**config.mk**
```make
export PLATFORM = sky130hd
export DESIGN_NAME = part_cmp
export DESIGN_NICKNAME = d
export VERILOG_FILES = /design/src/rtl/part_cmp_pkg.sv /design/src/rtl/nib_cmp.sv /design/src/rtl/lane_chain.sv /design/src/rtl/rel_pack.sv /design/src/rtl/part_cmp.sv
export SDC_FILE = /design/constraint.sdc
export NUM_CORES = 1
export LEC_CHECK = 0
export ABC_CLOCK_PERIOD_IN_PS = 2700
export CELL_PAD_IN_SITES_DETAIL_PLACEMENT = 0
export CELL_PAD_IN_SITES_GLOBAL_PLACEMENT = 1
export CORE_UTILIZATION = 21
export DETAILED_ROUTE_END_ITERATION = 10
export MAX_ROUTING_LAYER = met4
export PLACE_DENSITY = 0.85
export SYNTH_ARGS = -nofsm -noshare
export SYNTH_HDL_FRONTEND = slang
export SYNTH_SLANG_ARGS = --single-unit
```
**constraint.sdc**
```tcl
create_clock -name vclk -period 2.7
set_input_delay 0.54 -clock vclk [all_inputs]
set_output_delay 0.54 -clock vclk [all_outputs]
set_load 0.005 [all_outputs]
```
**src/rtl/part_cmp_pkg.sv**
```systemverilog
package part_cmp_pkg;
  typedef struct packed {
    logic eq;
    logic gt;
  } nib_rel_t;
endpackage

```
**src/rtl/nib_cmp.sv**
```systemverilog
module nib_cmp #(
  parameter int W = 4
) (
  input  logic [W-1:0]           a_i,
  input  logic [W-1:0]           b_i,
  output part_cmp_pkg::nib_rel_t rel_o
);
  assign rel_o.eq = (a_i == b_i);
  assign rel_o.gt = (a_i > b_i);
endmodule

```
**src/rtl/lane_chain.sv**
```systemverilog
// Resolves lane results from MSB nibble downward; a set cut bit restarts the chain.
module lane_chain #(
  parameter int N = 4
) (
  input  part_cmp_pkg::nib_rel_t [N-1:0] rel_i,
  input  logic [N-2:0]                   cut_i,
  output logic [N-1:0]                   eq_o,
  output logic [N-1:0]                   gt_o,
  output logic [N-1:0]                   low_o
);
  for (genvar i = 0; i < N; i++) begin : g_nib
    if (i == N-1) begin : g_top
      assign eq_o[i] = rel_i[i].eq;
      assign gt_o[i] = rel_i[i].gt;
    end else begin : g_mid
      assign eq_o[i] = rel_i[i].eq & (cut_i[i] | eq_o[i+1]);
      assign gt_o[i] = cut_i[i] ? rel_i[i].gt
                                : (gt_o[i+1] | (eq_o[i+1] & rel_i[i].gt));
    end
    if (i == 0) begin : g_low0
      assign low_o[i] = 1'b1;
    end else begin : g_lown
      assign low_o[i] = cut_i[i-1];
    end
  end
endmodule

```
**src/rtl/rel_pack.sv**
```systemverilog
module rel_pack #(
  parameter int N = 4
) (
  input  logic [N-1:0] eq_i,
  input  logic [N-1:0] gt_i,
  input  logic [N-1:0] low_i,
  output logic [N-1:0] eq_o,
  output logic [N-1:0] ne_o,
  output logic [N-1:0] lt_o,
  output logic [N-1:0] le_o,
  output logic [N-1:0] gt_o,
  output logic [N-1:0] ge_o
);
  assign eq_o = low_i &  eq_i;
  assign ne_o = low_i & ~eq_i;
  assign gt_o = low_i &  gt_i;
  assign le_o = low_i & ~gt_i;
  assign lt_o = low_i & ~gt_i & ~eq_i;
  assign ge_o = low_i & (gt_i | eq_i);
endmodule

```
**src/rtl/part_cmp.sv**
```systemverilog
module part_cmp #(
  parameter int DATA_W = 16,
  parameter int NIB_W  = 4,
  localparam int N     = DATA_W / NIB_W,
  localparam int PP    = N - 1
) (
  input  logic [DATA_W-1:0] a_i,
  input  logic [DATA_W-1:0] b_i,
  input  logic [PP-1:0]     part_i,
  output logic [N-1:0]      eq_o,
  output logic [N-1:0]      ne_o,
  output logic [N-1:0]      lt_o,
  output logic [N-1:0]      le_o,
  output logic [N-1:0]      gt_o,
  output logic [N-1:0]      ge_o
);
  part_cmp_pkg::nib_rel_t [N-1:0] nib_rel;
  logic [N-1:0] eq_acc, gt_acc, low;

  for (genvar i = 0; i < N; i++) begin : g_nib
    nib_cmp #(.W(NIB_W)) u_nib (
      .a_i   (a_i[i*NIB_W +: NIB_W]),
      .b_i   (b_i[i*NIB_W +: NIB_W]),
      .rel_o (nib_rel[i])
    );
  end

  lane_chain #(.N(N)) u_chain (
    .rel_i (nib_rel),
    .cut_i (part_i),
    .eq_o  (eq_acc),
    .gt_o  (gt_acc),
    .low_o (low)
  );

  rel_pack #(.N(N)) u_pack (
    .eq_i  (eq_acc),
    .gt_i  (gt_acc),
    .low_i (low),
    .eq_o  (eq_o),
    .ne_o  (ne_o),
    .lt_o  (lt_o),
    .le_o  (le_o),
    .gt_o  (gt_o),
    .ge_o  (ge_o)
  );
endmodule

```
# Word-level counts from Yosys, hierarchy flattened
# Cells that the tools add are included.
dict set report classes {
  muxes 3
  bitwise 21
  eq_ne 4
  order_cmp 4
}
# cell count
set op_table {}
lappend op_table {{4-bit bitwise AND} 6}
lappend op_table {{4-bit == test} 4}
lappend op_table {{4-bit greater-than comparator} 4}
lappend op_table {{4-bit inverter} 2}
lappend op_table {{1-bit bitwise AND} 6}
lappend op_table {{1-bit OR} 6}
lappend op_table {{4-bit OR} 1}
lappend op_table {{1-bit two-way mux} 3}
dict set report word_totals {
  out_inout_bits 24
  input_bits 35
  ff_bits 0
  wordCells 32
}

# Logic depth before layout (Yosys ltp)
# Gate-level depths: netlist (run 1).
dict set report depth {
  depth_word 11
  depth_mapped 7
  depth_no_buf 7
}

# By module
# From an unflattened synthesis (run 1), not the netlist that was laid out.
dict set report hier_totals {
  hier_cells 95
  area_unflattened_um2 745.7
}
# module seq_area_each_um2 instances cells_per_inst area_each_um2
set by_module_without_submodules {}
lappend by_module_without_submodules {{nib_cmp at g_nib[0].u_nib ...} 0.0 3 13 108.9}
lappend by_module_without_submodules {rel_pack 0.0 1 24 187.7}
lappend by_module_without_submodules {lane_chain 0.0 1 19 120.1}
lappend by_module_without_submodules {{nib_cmp at g_nib[1].u_nib} 0.0 1 13 111.4}

# Worst setup path after synthesis (run 1)
# Ideal clock, no wire load.
dict set report synth_timing {
  path_kind {in2out}
  start {in b_i[15]}
  end {out lt_o[0]}
  required_ps 2160
  arrival_time_ps 1972
  n_path_buf 0
  setup_slack_ps 188
  path_stages 7
  cell_sequence {inv_1 > ha_1 > and4_4 > nor2_2 > or3_4 > a21o_1 > o211a_1}
}
dict set report synth_between {
  elab_chain_len 11
  word_cells_on_any_way 21
  cone_classes {order compare (1); eq/ne (1); mux (3); bitwise (16)}
}
# item line_no
set synth_lines {}
lappend synth_lines {{start: declaration} part_cmp.sv:8} ;# input logic [DATA_W-1:0] b_i,
lappend synth_lines {{branches (longest 10 deep; another with 4-bit greater-than comparator)} -}
lappend synth_lines {{4-bit bitwise AND *} rel_pack.sv:18} ;# assign lt_o = low_i & ~gt_i & ~eq_i;
lappend synth_lines {{end: declaration} part_cmp.sv:12} ;# output logic [N-1:0] lt_o,
# Mark *: on every way between the ends.

# Final worst setup path (run 1)
# Ends and elaborated chain as after synthesis.

==> impl_metrics.env, run 1 <==
export IMPL_slew_headroom_pct=78.3
export IMPL_syn_inst=95
export IMPL_grt_total_usage_pct=16.7
export IMPL_port_buffers=59
export IMPL_syn_num_nets=146
export IMPL_layout_nets=231
export IMPL_irDropWorstVdd_mv=0.0852
export IMPL_fp_dieH_um=59.0
export IMPL_grt_pass1_wl_um=4440
export IMPL_cp_num_buf_inv=3
export IMPL_synth_top_family_by_area="simple AND/OR/NAND/NOR gates"
export IMPL_rsz0062_at_grt="yes"
export IMPL_gr_total_overflow=0
export IMPL_p_per_area_nw_per_um2=186
export IMPL_cp_max_fo=4
export IMPL_period_minus_slack_ns=2.72
export IMPL_whs_path_depth=7
export IMPL_dieArea_um2=3490
export IMPL_register_area_um2=0
export IMPL_worst_pin_slew_ns=0.323
export IMPL_drt_iter0_markers=19
export IMPL_whs_ns=1.71
export IMPL_routabilityCongestion=0.747
export IMPL_final_period_utilization_pct=101
export IMPL_synth_xor_area_share_pct=0
export IMPL_grt_use_met2_pct=35.4
export IMPL_cts_hold_buf=0
export IMPL_crit_chain="buf_6 > inv_4 > ha_4 > and4_4 > nor2_4 > or3_4 > a21o_4 > o211a_1 > buf_2"
export IMPL_synth_warning_count=0
export IMPL_synth_area_per_cell_um2=7.19
export IMPL_synth_mux_area_share_pct=0
export IMPL_failed_checks="setup timing"
export IMPL_std_cell_rows=20
export IMPL_n_clock_buffer=0
export IMPL_setup_ws_ns=-0.0198
export IMPL_synth_fa_ha_area_share_pct=29.3
export IMPL_seq_cells=0
export IMPL_min_to="lt_o[3]"
export IMPL_outcome="finished with violations"
export IMPL_crit_type="in2out"
export IMPL_p_leak_nw=0.889
export IMPL_ys_types=34
export IMPL_yosysSeqAreaShare_pct=0
export IMPL_viasPerCell=4.58
export IMPL_grt_pass1_vias=1069
export IMPL_layout_drive_gt1_share_pct=57.9
export IMPL_max_freq_mhz=368
export IMPL_place_ws_ns=-0.816
export IMPL_synth_compound_area_share_pct=26.4
export IMPL_worst_setup_path_start_kind="input port"
export IMPL_core_um2=3080
export IMPL_cap_violations=0
export IMPL_antenna_found_initial=0
export IMPL_wire_per_inst_um=13.0
export IMPL_met3_usage_pct=1.31
export IMPL_io_pins=59
export IMPL_grt_max_degree=10
export IMPL_dp_hpwl_um=2060
export IMPL_initial_core_util_pct=22.2
export IMPL_cp_data_required_time_ns=2.16
export IMPL_grt_busiest_layer="met2"
export IMPL_hold_class="in2out"
export IMPL_critPathMaxStageDelay_ns=0.42
export IMPL_vias=1017
export IMPL_finalHoldViolations=0
export IMPL_final_common_cell="buf_4"
export IMPL_final_cell_mix="buf_4, dlygate4sd2_1, buf_2, ha_4"
export IMPL_drc=0
export IMPL_drt_pre_antenna_iters=4
export IMPL_crit_family="simple AND/OR/NAND/NOR gates"
export IMPL_slew_violations=0
export IMPL_die_x_um=59.0
export IMPL_gr_usage_met1_pct=15.7
export IMPL_yosys_area_share_simple_pct=32.6
export IMPL_hold_start="a_i[15]"
export IMPL_finalSetupViolations=2
export IMPL_slowest_stage="or3_4"
export IMPL_insertedDiodeCount=0
export IMPL_ant_nets=0
export IMPL_arrival_ns=2.18
export IMPL_netlist_area_um2=683
export IMPL_worst_setup_path_end_kind="output port"
export IMPL_wl_um=2880
export IMPL_areaGrowthSynthToFinish_pct=152
==> cell type report <==
type | count | area (um^2)
fill | 288 | 1350
tap | 44 | 55.1
multi-input combinational | 74 | 880
inverter | 19 | 76.3
timing repair buffer | 85 | 713
==> synthesized netlist by cell type, drive strengths merged <==
| cell type | n | share of area, % |
|---|---|---|
| o21ai | 2 | 1.5 |
| and4 | 3 | 4.2 |
| or2 | 2 | 1.8 |
| clkbuf | 1 | 0.55 |
| o21a | 2 | 2.2 |
| o221a | 1 | 1.6 |
| and2 | 4 | 3.7 |
| nand2 | 1 | 0.55 |
| nor3b | 2 | 2.2 |
| o211ai | 2 | 2.2 |
| nand2b | 2 | 1.8 |
| nor3 | 2 | 1.5 |
| a211oi | 2 | 2.2 |
| ha | 16 | 29 |
| buf | 1 | 0.73 |
| nor2 | 5 | 3.1 |
| nor2b | 4 | 3.7 |
| o31a | 1 | 1.3 |
| inv | 19 | 10 |
| nand4 | 2 | 1.8 |
| a21oi | 6 | 5.5 |
| a41o | 1 | 1.5 |
| o211a | 2 | 2.9 |
| a21o | 3 | 3.3 |
| a21boi | 2 | 2.2 |
| nor4 | 1 | 0.92 |
| and4b | 2 | 2.9 |
| and3 | 3 | 2.7 |
| or3 | 1 | 1.6 |
==> through the flow <==
stage	std cells	cell area (um^2)	utilization, %	setup TNS (ns)	power, W
global route	222	1720	56.0	-0.126	0.000350
CTS	222	1650	53.7	-0.00621	0.000295
finish	222	1720	56.0	-0.0256	0.000321
global placement	215	1460	47.5	-12.97	0.000262
detailed placement	215	1460	47.5	-13.78	0.000270
floorplan	95	683	-	0	0.000105
==> routing by layer <==
layer | part of all wire [%] | up-vias | wire length, um
li1 | - | 508 | -
met1 | 36 | 469 | 1030
met2 | 58 | 36 | 1670
met3 | 4.4 | 4 | 127
met4 | 1.5 | 0 | 43
met5 | 0 | - | 0
==> worst max path at each step <==
stage               endpoint  startpoint  depth (start not counted)  slack (ns)
finish               lt_o[0]     b_i[15]                          9       -0.02
global route         lt_o[0]     b_i[15]                          9       -0.06
CTS                  lt_o[0]     b_i[13]                          9      -0.005
detailed placement   ge_o[0]     b_i[14]                          9       -0.82
global placement     lt_o[0]     b_i[10]                          9       -0.78
floorplan            lt_o[0]     b_i[15]                          7        0.19
==> where the power goes <==
part | internal, W | total (W) | switching (W)
registers | 0 | 0 | 0
logic | 0.000189 | 0.000321 | 0.000132
clock network | 0 | 0 | 0
==> cells by family after synthesis <==
family,count (synthesis)
AOI/OAI and AO/OA,24
adders and majority gates,16
buffers and inverters,21
and+or+nand+nor,34
==> repair_timing <==
item,4_1_cts,5_1_grt
setup buffers,8,0
endpoints found under the setup margin,24,18
pin swaps,27,15
gates resized for setup,154,32
No activity file was read; power rests on OpenSTA's default activity.
==> run 2, diff against run 1 <==
--- a/config.mk
+++ b/config.mk
@@ -12,6 +12,7 @@
 export DETAILED_ROUTE_END_ITERATION = 10
 export MAX_ROUTING_LAYER = met4
 export PLACE_DENSITY = 0.85
+export SETUP_SLACK_MARGIN = 0.15
 export SYNTH_ARGS = -nofsm -noshare
 export SYNTH_HDL_FRONTEND = slang
 export SYNTH_SLANG_ARGS = --single-unit
==> impl_metrics.env, run 2 (synthesis gave the netlist of run 1 again) <==
export IMPL_max_freq_mhz=368
export IMPL_arrival_ns=2.17
export IMPL_cp_data_required_time_ns=2.16
export IMPL_cp_num_buf_inv=4
export IMPL_worst_pin_slew_ns=0.339
export IMPL_drc=0
export IMPL_viasPerCell=4.62
export IMPL_n_clock_buffer=0
export IMPL_crit_cells=9
export IMPL_slew_headroom_pct=77.2
export IMPL_drt_pre_antenna_iters=4
export IMPL_finalHoldViolations=0
export IMPL_gr_total_overflow=0
export IMPL_crit_end="le_o[2]"
export IMPL_cp_max_fo=4
export IMPL_worst_setup_path_end_kind="output port"
export IMPL_whs_path_depth=7
export IMPL_period_minus_slack_ns=2.71
export IMPL_grt_pass1_vias=1093
export IMPL_grt_total_usage_pct=17.3
export IMPL_p_per_area_nw_per_um2=184
export IMPL_hold_class="in2out"
export IMPL_finalSetupTns_ns=-0.0149
export IMPL_critPathMaxStageDelay_ns=0.40
export IMPL_layout_drive_gt1_share_pct=59.1
export IMPL_std_cell_rows=20
export IMPL_drt_iter0_markers=30
export IMPL_dieArea_um2=3490
export IMPL_slew_violations=0
export IMPL_failed_checks="setup timing"
export IMPL_crit_family="simple AND/OR/NAND/NOR gates"
export IMPL_fp_dieH_um=59.0
export IMPL_routabilityCongestion=0.747
export IMPL_power_w=0.000322
export IMPL_crit_chain="buf_6 > inv_4 > ha_4 > and4_4 > nor2_4 > or3_4 > buf_4 > and3_4 > dlygate4sd2_1"
export IMPL_io_pins=59
export IMPL_worst_setup_path_start_kind="input port"
export IMPL_final_common_cell="buf_4"
export IMPL_antenna_found_initial=0
export IMPL_register_area_um2=0
export IMPL_wl_um=2940
export IMPL_initial_core_util_pct=22.2
export IMPL_wire_per_inst_um=13.1
export IMPL_port_buffers=59
export IMPL_p_leak_nw=0.901
export IMPL_core_um2=3080
export IMPL_dp_cells=215
export IMPL_setup_ws_ns=-0.0149
export IMPL_slowest_stage="or3_4"
export IMPL_final_cell_mix="buf_4, buf_2, dlygate4sd2_1, buf_6, ha_4"
export IMPL_vias=1040
export IMPL_multi_input_area_um2=883
export IMPL_dp_hpwl_um=2060
export IMPL_n_fill_cell=289
export IMPL_outcome="finished with violations"
export IMPL_crit_type="in2out"
export IMPL_die_x_um=59.0
export IMPL_final_period_utilization_pct=101
export IMPL_seq_cells=0
export IMPL_crit_start="b_i[13]"
export IMPL_rsz0062_at_grt="yes"
export IMPL_grt_pass1_wl_um=4590
export IMPL_ant_nets=0
export IMPL_layout_nets=234
export IMPL_irDropWorstVdd_mv=0.0733
export IMPL_grt_max_degree=10
export IMPL_finalSetupViolations=1
export IMPL_stdcell_count=225
export IMPL_insertedDiodeCount=0
export IMPL_cap_violations=0
export IMPL_areaGrowthSynthToFinish_pct=157
run 2: tightest hold or removal path: stages:
cell and delay (ns):
buf_6 0.07, ha_4 0.13, a21oi_4 0.05, buf_4 0.13, nand2b_4 0.07, nor3_1 0.04
dlygate4sd2_1 0.26
run 2: how the worst min path moves through the flow:
stage | startpoint | to
6_report | a_i[14] | lt_o[3]
5_1_grt | a_i[14] | lt_o[3]
4_1_cts | part_i[1] | le_o[1]
3_5_place_dp | part_i[1] | ge_o[2]
3_3_place_gp | part_i[1] | ge_o[2]
2_1_floorplan | part_i[2] | le_o[3]
run 2: timing repair:
item                                    in CTS  in global routing
hold buffers                                 0                  0
endpoints found under the setup margin      24                 18
buffers inserted                            10                  0
pin swaps                                   39                 17
gates resized for setup                    188                 16
run 2: stage by stage:
step / setup slack, ns / hold WS (ns) / instance area (um^2) / utilization [%]
CTS: -0.00539 / 1.81 / 1700 / 55.1
detailed placement: -0.816 / 2.24 / 1460 / 47.5
global placement: -0.782 / 2.22 / 1460 / 47.5
global route: -0.0563 / 1.86 / 1750 / 57.0
finish: -0.0149 / 1.82 / 1750 / 57.0
floorplan: 0.188 / 1.23 / 683 / -
run 2: final cells by class:
cell class,instances,share of cell area (%)
tap,44,3.14
timing repair buffer,88,42.3
inverter,19,4.21
multi-input combinational,74,50.4
run 2: power breakdown:
| group | internal (W) | switching (W) | leakage, nW | total (W) |
|---|---|---|---|---|
| sequential | 0 | 0 | 0 | 0 |
| combinational | 0.000187 | 0.000135 | 0.901 | 0.000322 |
| clock | 0 | 0 | 0 | 0 |
run 2: metal layers:
layer / wire [um] / global-route usage (%) / up-vias
li1: - / - / 513
met1: 1040 / 16.7 / 485
met2: 1710 / 36.9 / 36
met3: 117 / 0.873 / 6
met4: 68 / 3.74 / 0
met5: 0 / - / -
